<file path="config.mk">
export PLATFORM = sky130hd
export DESIGN_NAME = runahead_ctrl
export DESIGN_NICKNAME = d
export VERILOG_FILES = /design/src/rtl/ra_pkg.sv /design/src/rtl/ra_mode_fsm.sv /design/src/rtl/ra_inv_track.sv /design/src/rtl/ra_regfile.sv /design/src/rtl/ra_issue.sv /design/src/rtl/runahead_ctrl.sv
export SDC_FILE = /design/constraint.sdc
export NUM_CORES = 1
export LEC_CHECK = 0
export CELL_PAD_IN_SITES_DETAIL_PLACEMENT = 0
export CELL_PAD_IN_SITES_GLOBAL_PLACEMENT = 2
export CORE_MARGIN = 4
export CORE_UTILIZATION = 42
export DETAILED_ROUTE_END_ITERATION = 10
export PLACE_DENSITY = 0.9
export SETUP_SLACK_MARGIN = 0.15
export SLEW_MARGIN = 20
export SYNTH_ARGS = -nofsm -noshare
export SYNTH_HDL_FRONTEND = slang
export SYNTH_SLANG_ARGS = --single-unit
export TNS_END_PERCENT = 50
</file>
<file path="constraint.sdc">
create_clock -name clk -period 6 [get_ports clk]
set_input_delay 0.6 -clock clk [delete_from_list [all_inputs] [get_ports clk]]
set_output_delay 0.6 -clock clk [all_outputs]
set_load 0.005 [all_outputs]
</file>
<file path="src/rtl/ra_pkg.sv">
package ra_pkg;
  typedef enum logic {
    MODE_NORMAL   = 1'b0,
    MODE_RUNAHEAD = 1'b1
  } ra_mode_e;
endpackage

</file>
<file path="src/rtl/ra_mode_fsm.sv">
module ra_mode_fsm
  import ra_pkg::*;
#(
  parameter int ADDR_W = 16,
  parameter int PC_W   = 16
) (
  input  logic              clk,
  input  logic              rst_n,
  input  logic              retire_valid,
  input  logic              retire_is_load,
  input  logic              retire_miss,
  input  logic [PC_W-1:0]   retire_pc,
  input  logic [ADDR_W-1:0] retire_addr,
  input  logic              fill_valid,
  input  logic [ADDR_W-1:0] fill_addr,
  output logic              mode_q,
  output logic              enter_evt,
  output logic              exit_evt,
  output logic [ADDR_W-1:0] miss_addr_q,
  output logic [PC_W-1:0]   resume_pc_q,
  output logic              restore_q
);
  ra_mode_e state_q, state_d;

  function automatic logic fill_matches(input logic v, input logic [ADDR_W-1:0] a,
                                        input logic [ADDR_W-1:0] want);
    return v && (a == want);
  endfunction

  assign enter_evt = (state_q == MODE_NORMAL) && retire_valid && retire_is_load && retire_miss;
  assign exit_evt  = (state_q == MODE_RUNAHEAD) && fill_matches(fill_valid, fill_addr, miss_addr_q);

  always_comb begin
    state_d = state_q;
    if (enter_evt)     state_d = MODE_RUNAHEAD;
    else if (exit_evt) state_d = MODE_NORMAL;
  end

  always_ff @(posedge clk or negedge rst_n) begin
    if (!rst_n) begin
      state_q     <= MODE_NORMAL;
      miss_addr_q <= '0;
      resume_pc_q <= '0;
      restore_q   <= 1'b0;
    end else begin
      state_q   <= state_d;
      restore_q <= exit_evt;
      if (enter_evt) begin
        miss_addr_q <= retire_addr;
        resume_pc_q <= retire_pc;
      end
    end
  end

  assign mode_q = (state_q == MODE_RUNAHEAD);
endmodule

</file>
<file path="src/rtl/ra_inv_track.sv">
module ra_inv_track #(
  parameter int NREG   = 8,
  parameter int RIDX_W = $clog2(NREG)
) (
  input  logic              clk,
  input  logic              rst_n,
  input  logic              mode,
  input  logic              enter_evt,
  input  logic              exit_evt,
  input  logic              retire_valid,
  input  logic              retire_dst_en,
  input  logic [RIDX_W-1:0] retire_dst,
  input  logic [RIDX_W-1:0] retire_srca,
  input  logic [RIDX_W-1:0] retire_srcb,
  input  logic              retire_is_load,
  input  logic              retire_miss,
  input  logic [RIDX_W-1:0] rd_idx,
  output logic [NREG-1:0]   inv_vec,
  output logic              src_poison,
  output logic              result_inv,
  output logic              rd_inv
);
  logic [NREG-1:0] inv_q;
  logic            ra_write;

  function automatic logic any_poisoned(input logic [NREG-1:0] v,
                                        input logic [RIDX_W-1:0] a,
                                        input logic [RIDX_W-1:0] b);
    return v[a] | v[b];
  endfunction

  function automatic logic [NREG-1:0] onehot(input logic [RIDX_W-1:0] i);
    logic [NREG-1:0] r;
    r = '0;
    r[i] = 1'b1;
    return r;
  endfunction

  assign src_poison = any_poisoned(inv_q, retire_srca, retire_srcb);
  assign result_inv = src_poison | (retire_is_load & retire_miss);
  assign ra_write   = mode && retire_valid && retire_dst_en && !exit_evt;

  always_ff @(posedge clk or negedge rst_n) begin
    if (!rst_n) begin
      inv_q <= '0;
    end else if (exit_evt) begin
      inv_q <= '0;
    end else if (enter_evt) begin
      inv_q <= retire_dst_en ? onehot(retire_dst) : '0;
    end else if (ra_write) begin
      if (result_inv) inv_q <= inv_q | onehot(retire_dst);
      else            inv_q <= inv_q & ~onehot(retire_dst);
    end
  end

  assign inv_vec = inv_q;
  assign rd_inv  = inv_q[rd_idx];
endmodule

</file>
<file path="src/rtl/ra_regfile.sv">
module ra_regfile #(
  parameter int NREG   = 8,
  parameter int DATA_W = 16,
  parameter int RIDX_W = $clog2(NREG)
) (
  input  logic              clk,
  input  logic              rst_n,
  input  logic              enter_evt,
  input  logic              exit_evt,
  input  logic              wr_en,
  input  logic [RIDX_W-1:0] wr_idx,
  input  logic [DATA_W-1:0] wr_data,
  input  logic [RIDX_W-1:0] rd_idx,
  output logic [DATA_W-1:0] rd_data
);
  logic [DATA_W-1:0] work_view [NREG];

  for (genvar g = 0; g < NREG; g++) begin : g_reg
    logic [DATA_W-1:0] work_q;
    logic [DATA_W-1:0] ckpt_q;
    logic              hit;

    assign hit = wr_en && (wr_idx == RIDX_W'(g));

    always_ff @(posedge clk or negedge rst_n) begin
      if (!rst_n) begin
        work_q <= '0;
        ckpt_q <= '0;
      end else if (exit_evt) begin
        work_q <= ckpt_q;
      end else begin
        if (enter_evt) ckpt_q <= work_q;
        if (hit)       work_q <= wr_data;
      end
    end

    assign work_view[g] = work_q;
  end

  assign rd_data = work_view[rd_idx];
endmodule

</file>
<file path="src/rtl/ra_issue.sv">
module ra_issue #(
  parameter int ADDR_W = 16
) (
  input  logic              clk,
  input  logic              rst_n,
  input  logic              mode,
  input  logic              exit_evt,
  input  logic              retire_valid,
  input  logic              retire_is_load,
  input  logic [ADDR_W-1:0] retire_addr,
  input  logic              src_poison,
  input  logic              result_inv,
  output logic              pf_valid_q,
  output logic [ADDR_W-1:0] pf_addr_q,
  output logic              drop_q
);
  logic spec_retire;
  assign spec_retire = mode && retire_valid && !exit_evt;

  always_ff @(posedge clk or negedge rst_n) begin
    if (!rst_n) begin
      pf_valid_q <= 1'b0;
      pf_addr_q  <= '0;
      drop_q     <= 1'b0;
    end else begin
      pf_valid_q <= spec_retire && retire_is_load && !src_poison;
      drop_q     <= spec_retire && result_inv;
      if (spec_retire && retire_is_load && !src_poison) pf_addr_q <= retire_addr;
    end
  end
endmodule

</file>
<file path="src/rtl/runahead_ctrl.sv">
module runahead_ctrl #(
  parameter int NREG   = 8,
  parameter int DATA_W = 16,
  parameter int ADDR_W = 16,
  parameter int PC_W   = 16,
  localparam int RIDX_W = $clog2(NREG)
) (
  input  logic              clk,
  input  logic              rst_n,
  input  logic              retire_valid,
  input  logic [PC_W-1:0]   retire_pc,
  input  logic              retire_dst_en,
  input  logic [RIDX_W-1:0] retire_dst,
  input  logic [RIDX_W-1:0] retire_srca,
  input  logic [RIDX_W-1:0] retire_srcb,
  input  logic              retire_is_load,
  input  logic [ADDR_W-1:0] retire_addr,
  input  logic              retire_miss,
  input  logic [DATA_W-1:0] retire_data,
  input  logic              fill_valid,
  input  logic [ADDR_W-1:0] fill_addr,
  input  logic [RIDX_W-1:0] rd_idx,
  output logic [DATA_W-1:0] rd_data,
  output logic              rd_inv,
  output logic              runahead_active,
  output logic              restore_pulse,
  output logic [PC_W-1:0]   resume_pc,
  output logic              pf_valid,
  output logic [ADDR_W-1:0] pf_addr,
  output logic              drop_result
);
  logic              mode_q, enter_evt, exit_evt, restore_q;
  logic [ADDR_W-1:0] miss_addr_q;
  logic [NREG-1:0]   inv_vec;
  logic              src_poison, result_inv, wr_en;

  ra_mode_fsm #(.ADDR_W(ADDR_W), .PC_W(PC_W)) u_mode (
    .clk(clk), .rst_n(rst_n), .retire_valid(retire_valid),
    .retire_is_load(retire_is_load), .retire_miss(retire_miss),
    .retire_pc(retire_pc), .retire_addr(retire_addr),
    .fill_valid(fill_valid), .fill_addr(fill_addr),
    .mode_q(mode_q), .enter_evt(enter_evt), .exit_evt(exit_evt),
    .miss_addr_q(miss_addr_q), .resume_pc_q(resume_pc), .restore_q(restore_q)
  );

  ra_inv_track #(.NREG(NREG)) u_inv (
    .clk(clk), .rst_n(rst_n), .mode(mode_q), .enter_evt(enter_evt),
    .exit_evt(exit_evt), .retire_valid(retire_valid),
    .retire_dst_en(retire_dst_en), .retire_dst(retire_dst),
    .retire_srca(retire_srca), .retire_srcb(retire_srcb),
    .retire_is_load(retire_is_load), .retire_miss(retire_miss),
    .rd_idx(rd_idx), .inv_vec(inv_vec), .src_poison(src_poison),
    .result_inv(result_inv), .rd_inv(rd_inv)
  );

  // Normal mode: every write except the missing load's. Runahead: clean results only.
  always_comb begin
    wr_en = 1'b0;
    if (retire_valid && retire_dst_en && !exit_evt) begin
      if (mode_q) wr_en = !result_inv;
      else        wr_en = !(retire_is_load && retire_miss);
    end
  end

  ra_regfile #(.NREG(NREG), .DATA_W(DATA_W)) u_rf (
    .clk(clk), .rst_n(rst_n), .enter_evt(enter_evt), .exit_evt(exit_evt),
    .wr_en(wr_en), .wr_idx(retire_dst), .wr_data(retire_data),
    .rd_idx(rd_idx), .rd_data(rd_data)
  );

  ra_issue #(.ADDR_W(ADDR_W)) u_iss (
    .clk(clk), .rst_n(rst_n), .mode(mode_q), .exit_evt(exit_evt),
    .retire_valid(retire_valid), .retire_is_load(retire_is_load),
    .retire_addr(retire_addr), .src_poison(src_poison),
    .result_inv(result_inv), .pf_valid_q(pf_valid), .pf_addr_q(pf_addr),
    .drop_q(drop_result)
  );

  assign runahead_active = mode_q;
  assign restore_pulse   = restore_q;
endmodule

</file>
### Word-level counts from Yosys, hierarchy flattened

Cells that the tools add are included.

* register bits after elaboration: 316
* input port bits: 83
* output and inout bits: 53

* order comparisons: 6
* eq/ne operators: 8
* muxes and demuxes: 36
* bitwise operators: 9
* reductions and logical operators: 40

Operator list (number)
* $mux W16: 18
* $bmux W16 S3: 1
* $mux W8: 5
* $logic_and A1 B1 Y1: 24
* $reduce_bool A2 Y1: 9
* $eq A16 B16 Y1: 1
* $lt A3 B4 Y1 const B: 4
* $eq A3 B3 Y1 const B: 4
* $bmux W1 S3: 3
* $and A8 B8 Y8: 1
* $mux W1: 8
* $not A8 Y8: 1
* $or A8 B8 Y8: 1
* $eq A3 B2 Y1 const B: 2
* $ge A4 B4 Y1 const B: 1
* $logic_not A1 Y1: 4
* $not A3 Y4: 1
* $demux W1 S3: 1
* $eq A3 B1 Y1 const B: 1
* $ge A3 B1 Y1 const B: 1
* $logic_not A3 Y1: 1
* $reduce_bool A3 Y1: 1
* $not A1 Y1: 2
* $or A1 B1 Y1: 2
* other kinds (2): 2

### Logic depth before layout (Yosys ltp)

Gate-level depths: netlist of run 1.

* depth after elaboration: 10
* depth in mapped cells: 9
* mapped depth without buffers: 6

### By module

From an unflattened synthesis of run 1, not the netlist that was laid out.

* cell total of the unflattened synthesis: 1176
* area, all modules: 14639.0 um^2

By module, submodules not included
* ra_regfile: times used 1, cells an instance 907, area each 11805.1 um^2, seq. area each 6406.1 um^2
* ra_mode_fsm: times used 1, cells an instance 165, area each 1467.7 um^2, seq. area each 850.8 um^2
* ra_issue: times used 1, cells an instance 38, area each 676.9 um^2, seq. area each 450.4 um^2
* ra_inv_track: times used 1, cells an instance 63, area each 661.9 um^2, seq. area each 200.2 um^2
* runahead_ctrl: times used 1, cells an instance 3, area each 27.5 um^2, seq. area each 0.0 um^2

### Worst setup path after synthesis of run 1

OpenSTA, ideal clock, no wires.

* kind: input -> output
* start: input port rd_idx[0]
* end: output port rd_data[0]
* data arrival time: 2.030 ns
* required time: 5.400 ns
* setup slack: 3.370 ns
* cell stages on the path: 4
* path through: clkbuf_1 -> buf_2 -> mux4_2 -> mux2_2

* cells in the longest elaborated chain, start to end: 4

RTL lines
* start: declaration: line runahead_ctrl.sv:22 `input logic [RIDX_W-1:0] rd_idx,`
* $not A3 Y4 (not written as such): line ra_regfile.sv:40 `assign rd_data = work_view[rd_idx];`
* $bmux W16 S3: line ra_regfile.sv:40
* $mux W16 (not written as such) (2 in a row): line ra_regfile.sv:40
* end: declaration: line runahead_ctrl.sv:23 `output logic [DATA_W-1:0] rd_data,`

No other way between the ends. The select of a mux whose other input is x is not followed.

### Worst setup path after layout of run 1

* start: input port rd_idx[0]
* end: output port rd_data[8]

Same word-level chain as after synthesis.

==> summary.md, run 1 <==
| Metric | Value |
|---|---|
| Unrepaired setup endpoints after global routing | false |
| Syn Area/Cell | 11.3 sq um |
| Overflow after GRT | 0 |
| Tot Pwr | 6.90 mW |
| Final setup vio count | 0 |
| Worst-Skew Late Latency | 0.51 ns |
| Critical Path Fanout Max | 24 |
| DRC | 0 |
| Row cnt | 67 |
| Post-synth EDFFs | 0 |
| Remaining antenna violation count | 0 |
| Netlist cell types | 36 |
| Fraction of layout cells with a size suffix above 1 | 0.219 |
| Syn Std Cell Area | 14500 sq um |
| Cts hold-fix bufs | 0 |
| CP endpoint kind | output pin |
| Post-synthesis sequential area ratio | 0.547 |
| Routability Congestion | 0.757 |
| Largest net degree at the start of global routing | 148 |
| Vias per inst | 5.56 |
| Register share of total power | 0.474 |
| Critical path required time | 5.40 ns |
| First-pass GRT wire length | 61800 um |
| Vias in the first global route | 10700 |
| Switching Fraction | 0.266 |
| Worst r2r src | u_mode.miss_addr_q[2]$_DFFE_PN0P_ |
| Clock H-tree levels | 2 |
| Async set or reset register ratio after synthesis | 1.00 |
| Syn nets | 1358 |
| Slew headroom | 0.230 |
| Pleak | 7.94 nW |
| Peak supply drop | 0.000248 V |
| Detailed Routing Iterations Pass 1 | 5 |
| N_diodes | 0 |
| Kind of critical path | primary input to output pin |
| CTS root buffer | clkbuf_16 |
| Startpoint Class | primary input |
| CTS max path bufs | 3 |
| Worst Setup SP | rd_idx[0] |
| Fin. max-slew vios | 0 |
| CTS tree | yes |
| CORE AREA | 33800 sq um |
| Tcrit/Tclk final | 0.589 |
| Cells after synthesis | 1275 |
| Antenna violations before repair | 0 |
| Vias | 10200 |
| Full die area | 37500 sq um |
| Comb pwr share | 0.218 |
| Initial Utilization | 0.428 |
| TNS Setup | 0 ns |
| Total CTS buffers | 37 |
| Final HPWL DP | 21900 um |
| Input/output buffers | 135 |
| Hold WC Path Type | primary input to asynchronous set/reset pin |
| DRT iter0 DRCs | 919 |
| Critical Path AT | 2.93 ns |
| Post-layout util | 0.506 |
| GRT Total Usage | 0.203 |
| Layout area overhead | 18.3% |
| Main synth FF type | dfrtp_1 |
| TritonCTS Sinks | 316 |
| Status | completed |
| Worst-Margin Slew | 1.15 ns |
| Post-cts resize count | 0 |
| Final Hold Fails | 0 |
| Number of max-cap violations | 0 |
| Pwr dens | 403 nW/um^2 |
| I/O pin total | 136 |
| Per-cell routed wire length | 21.0 um |
| Clock group share of total power | 0.309 |
| Clock skew | 0.0141 ns |
| Synth warnings | 0 |
| Seq cells post-synth | 316 |
| Total Routed Length | 38600 um |
| Clock Pin Slew Worst Setup and Hold Paths | 0.05 ns |
| Pint | 5.06 mW |
| Sw power | 1.84 mW |
| Fmax achieved | 283 MHz |
| Post-CTS setup buffer count | 0 |
| Nets | 1443 |
| Die Y | 194 um |
| Die Wd | 194 um |
| Final Critical Period | 3.53 ns |
-- flip-flops by register name, indices dropped and copies added, names as in the netlist, 8 cells and up --
| signal | cells |
|---|---|
| u_rf.g.work_q | 128 |
| u_mode.miss_addr_q | 16 |
| u_inv.inv_vec | 8 |
| u_mode.resume_pc_q | 16 |
| u_rf.g.ckpt_q | 128 |
| u_iss.pf_addr_q | 16 |
-- cells in the final DEF (no fill, tap or decap), types with 2 or more instances in the layout --
cell / n
dfrtp_1: 316
nand2_1: 272
mux2_2: 184
nor2_1: 135
a31oi_1: 135
clkdlybuf4s50_1: 132
clkbuf_16: 37
mux4_2: 35
o21ai_0: 15
buf_4: 13
xor2_1: 12
clkbuf_8: 12
clkbuf_1: 11
nand3_1: 10
and3_1: 10
mux2_4: 9
a21o_1: 7
xnor2_1: 4
nor4_1: 3
mux4_1: 3
nor3b_1: 3
clkinv_2: 3
or3_4: 2
inv_1: 2
a21oi_1: 2
buf_2: 2
buf_12: 2
-- synthesized netlist by cell type (2+ instances only) --
library cell | number | area [sq um]
a21o_1 | 7 | 52.6
a21oi_1 | 2 | 10.0
buf_8 | 3 | 45.0
inv_1 | 2 | 7.51
buf_6 | 6 | 67.6
xnor2_1 | 4 | 35.0
and3_1 | 10 | 62.6
nor2_1 | 135 | 507
nor4_1 | 3 | 18.8
buf_4 | 17 | 128
a31oi_1 | 135 | 845
buf_2 | 14 | 70.1
or3_1 | 3 | 18.8
o21ai_0 | 15 | 75.1
clkbuf_1 | 58 | 218
mux4_1 | 3 | 78.8
mux2_2 | 184 | 2070
mux4_2 | 35 | 788
nand3_1 | 11 | 55.1
clkbuf_2 | 4 | 20.0
nand2_1 | 272 | 1020
buf_1 | 2 | 7.51
mux2_4 | 9 | 135
dfrtp_1 | 316 | 7910
nor3b_1 | 3 | 22.5
xor2_1 | 12 | 105
-- critical path, stage by stage --
cell,delay (ns)
buf_2,0.35
buf_4,0.58
mux4_2,0.61
mux2_2,0.31
clkdlybuf4s50_1,0.45
-- power by group through the flow --
stage	Combinational [mW]	Sequential, mW	Clock [mW]
5_1_grt	1.66	3.35	2.27
4_1_cts	1.53	3.26	2.18
6_report	1.50	3.27	2.13
2_1_floorplan	0.969	3.16	0
3_3_place_gp	1.47	3.26	0
3_5_place_dp	1.52	3.29	0
-- cell type report --
type                    instances  area, sq um
fillers                      2926        16700
clock inverters                 3         15.0
flip-flops and latches        316         7910
multi-input cells             853         6000
well taps                     448          561
clock buffers                  60         1130
repair buffers                150         1480
inverters                       2         7.51
-- per-stage QoR --
step	area, sq um	cells	setup slack (ns)	hold WS (ns)
2_1_floorplan	14500	1275	3.37	0.304
3_3_place_gp	16000	1769	2.25	0.485
3_5_place_dp	16000	1769	2.22	0.492
4_1_cts	17100	1832	2.38	0.183
5_1_grt	17100	1832	2.31	0.215
6_report	17100	1832	2.47	0.114
-- routing by layer --
metal  wire length [um]  vias up  global-route usage  part of all wire
met5                  0        -                   0                 0
met4                707        0              0.0446             0.018
met3               2010       53              0.0362             0.052
met2              19300      252               0.348              0.50
met1              16500     5271               0.273              0.43
li1                   -     4610                   -                 -
-- path summary, 6_finish.rpt --
| check | to | slack [ns] | depth (start not counted) |
|---|---|---|---|
| max in group asynchronous | u_rf.g_reg[3].ckpt_q[11]$_DFFE_PN0P_ | 4.56 | 2 |
| hold / removal | u_iss.pf_valid_q$_DFF_PN0_ | 0.11 | 1 |
| hold reg to reg | u_mode.resume_pc_q[8]$_DFFE_PN0P_ | 0.50 | 1 |
| setup reg to reg | u_iss.pf_addr_q[4]$_DFFE_PN0P_ | 2.98 | 6 |
| min in group clk | u_mode.resume_pc_q[8]$_DFFE_PN0P_ | 0.50 | 1 |
| setup / recovery | rd_data[8] | 2.47 | 5 |
-- cell families after synthesis --
kind of cell / count (synthesis) / share of synthesized area
multiplexers: 233 / 0.214
buffers and inverters: 106 / 0.0390
AO/OA/AOI/OAI: 161 / 0.0692
AND/OR/NAND/NOR: 443 / 0.121
flip-flops: 316 / 0.547
XOR/XNOR: 16 / 0.00969
(Power assumes the default switching activity.)
==> run 2: changes to the inputs <==
- CORE_UTILIZATION: 42 -> 39
- PLACE_DENSITY: 0.9 -> 0.85
- clock period: 6 -> 3.61 ns (I/O delays scaled with it)
==> summary.md, run 2 (synthesis gave the netlist of run 1 again) <==
| Metric | Value |
|---|---|
| Top flop regs | u_rf.g.ckpt_q: 128 flops, u_rf.g.work_q: 128 flops |
| Vias per inst | 5.47 (-1.5%) |
| N_diodes | 0 (unchanged) |
| Vias | 10300 (+0.67%) |
| Multi-input gate area | 5990 sq um (about the same) |
| Slew headroom | 0.435 (+0.205) |
| Routability Congestion | 0.749 (-1.1%) |
| Nets | 1465 (+1.5%) |
| Remaining antenna violation count | 0 (unchanged) |
| Fillers | 3287 (+12%) |
| TritonCTS Sinks | 316 (unchanged) |
| I/O pin total | 136 (unchanged) |
| Unrepaired setup endpoints after global routing | false |
| Worst-Margin Slew | 0.847 ns (-0.304 ns) |
| Critical Path AT | 2.45 ns (-0.48 ns) |
| Hold Path Cell Cnt | 2 |
| Most common cell after layout, fill and taps aside | dfrtp_1 |
| CTS root buffer | clkbuf_16 |
| Total Routed Length | 39800 um (+3.2%) |
| Pwr dens | 668 nW/um^2 (+66%) |
| Overflow after GRT | 0 (unchanged) |
| Final Critical Period | 2.81 ns |
| Most frequent cells in the layout | dfrtp_1 (316), nand2_1 (272), mux2_2 (184) |
| FF-to-FF path depth | 6 (unchanged) |
| Number of max-cap violations | 0 (unchanged) |
| Row cnt | 70 (+4.5%) |
| Status | completed |
| Layout area overhead | 20.9% |
| DRC | 0 (unchanged) |
| Initial Utilization | 0.395 (-0.0330) |
| Vias in the first global route | 10800 (+0.60%) |
| Design Area, Final | 17500 sq um (+2.1%) |
| Placed Area | 16300 sq um (+1.9%) |
| Startpoint Class | primary input |
| Fraction of layout cells with a size suffix above 1 | 0.235 (+0.0159) |
| Critical Path Fanout Max | 13 (-46%) |
| Die Y | 201 um (+3.6%) |
| First-pass GRT wire length | 63000 um (+2.0%) |
| Clock Pin Slew Worst Setup and Hold Paths | 0.06 ns (about the same) |
| Storage cell area | 7910 sq um (unchanged) |
| Final HPWL DP | 23100 um (+5.5%) |
| CP endpoint kind | output pin |
| DRT iter0 DRCs | 771 (-16%) |
| Antenna violations before repair | 0 (unchanged) |
| Tcrit/Tclk final | 0.777 |
| Final setup vio count | 0 (unchanged) |
| Total CTS buffers | 35 (-5.4%) |
| Post-cts resize count | 0 (unchanged) |
| Pleak | 8.14 nW (+2.5%) |
| Largest net degree at the start of global routing | 138 (-6.8%) |
| Per-cell routed wire length | 21.2 um (+0.90%) |
| Peak supply drop | 0.000372 V (+50%) |
| Critical path required time | 3.25 ns (-2.15 ns) |
| Clock skew | 0.00857 ns (-0.00558 ns) |
| Fin. max-slew vios | 0 (unchanged) |
| Die Wd | 201 um (+3.6%) |
| Post-CTS setup buffer count | 0 (unchanged) |
| Input/output buffers | 135 (unchanged) |
| Kind of critical path | primary input to output pin |
| CORE AREA | 36600 sq um (+8.4%) |
| Hold WC Path Type | primary input to register |
| Clock H-tree levels | 2 (unchanged) |
| Fmax achieved | 356 MHz |
| Final Hold Fails | 0 (unchanged) |
| GRT Total Usage | 0.196 (-0.00703) |
| Cts hold-fix bufs | 1 (+1) |
| Detailed Routing Iterations Pass 1 | 5 (unchanged) |
| Full die area | 40200 sq um (+7.4%) |
| TNS Setup | 0 ns (unchanged) |
| Worst-Skew Late Latency | 0.50 ns (about the same) |
| CTS tree | yes |
| CTS max path bufs | 3 (unchanged) |
## run 2: cell count changes in the layout (fill, tap and decap cells not counted)
| cell | change |
|---|---|
| buf_4 | +15 |
| buf_12 | +8 |
| clkbuf_1 | -8 |
| clkinv_2 | +5 |
| bufinv_16 | +4 |
| clkbuf_8 | -4 |
| dlygate4sd3_1 | +1 |
| nand3_1 | +1 |
| nand3_2 | -1 |
## run 2: area by class of cell
| cell class | count | area share |
|---|---|---|
| clock inverters | 12 | 0.00917 |
| flip-flops and latches | 316 | 0.453 |
| clock buffers | 48 | 0.0599 |
| well taps | 468 | 0.0335 |
| inverters | 2 | 0.000430 |
| multi-input cells | 853 | 0.343 |
| repair buffers | 174 | 0.101 |
## run 2: path summary, 6_finish.rpt
check,endpoint,startpoint,slack (ns)
max,rd_data[10],rd_idx[0],0.80
min,u_mode.resume_pc_q[2]$_DFFE_PN0P_,retire_pc[2],0.47
max reg2reg,u_rf.g_reg[3].work_q[7]$_DFFE_PN0P_,u_mode.miss_addr_q[2]$_DFFE_PN0P_,1.13
min reg2reg,u_mode.resume_pc_q[11]$_DFFE_PN0P_,u_mode.resume_pc_q[11]$_DFFE_PN0P_,0.50
max in group asynchronous,u_mode.miss_addr_q[9]$_DFFE_PN0P_,rst_n,2.16
min in group asynchronous,u_rf.g_reg[1].work_q[6]$_DFFE_PN0P_,rst_n,0.49
## run 2: worst max-delay path, cell delays in order
cell and delay (ns):
buf_2 0.49, buf_12 0.26, mux4_2 0.55, mux2_2 0.30
clkdlybuf4s50_1 0.45
## run 2: through the flow
step | hold slack [ns] | util | power, mW | cells | worst slack (ns)
after CTS | 0.453 | 0.477 | 11.8 | 1873 | 0.764
after global routing | 0.467 | 0.477 | 12.3 | 1873 | 0.718
after floorplan | 0.0654 | - | 6.86 | 1275 | 1.46
after global placement | 0.471 | 0.444 | 7.89 | 1812 | 0.754
final | 0.469 | 0.477 | 11.7 | 1873 | 0.803
after detailed placement | 0.471 | 0.444 | 8.02 | 1812 | 0.702
## run 2: power breakdown
group	switching (mW)	total, mW	internal, mW	leakage [nW]
clock network	1.41	3.72	2.31	0.605
registers	0.727	5.41	4.69	4.15
logic	0.918	2.53	1.62	3.39
## run 2: layer usage
layer / wire [um] / global-route usage / vias to the layer above / part of all wire
met5: 0 / 0 / - / 0
met4: 829 / 0.0492 / 0 / 0.021
met3: 1630 / 0.0262 / 60 / 0.041
met2: 20400 / 0.347 / 249 / 0.51
met1: 16900 / 0.257 / 5289 / 0.42
li1: - / - / 4656 / -
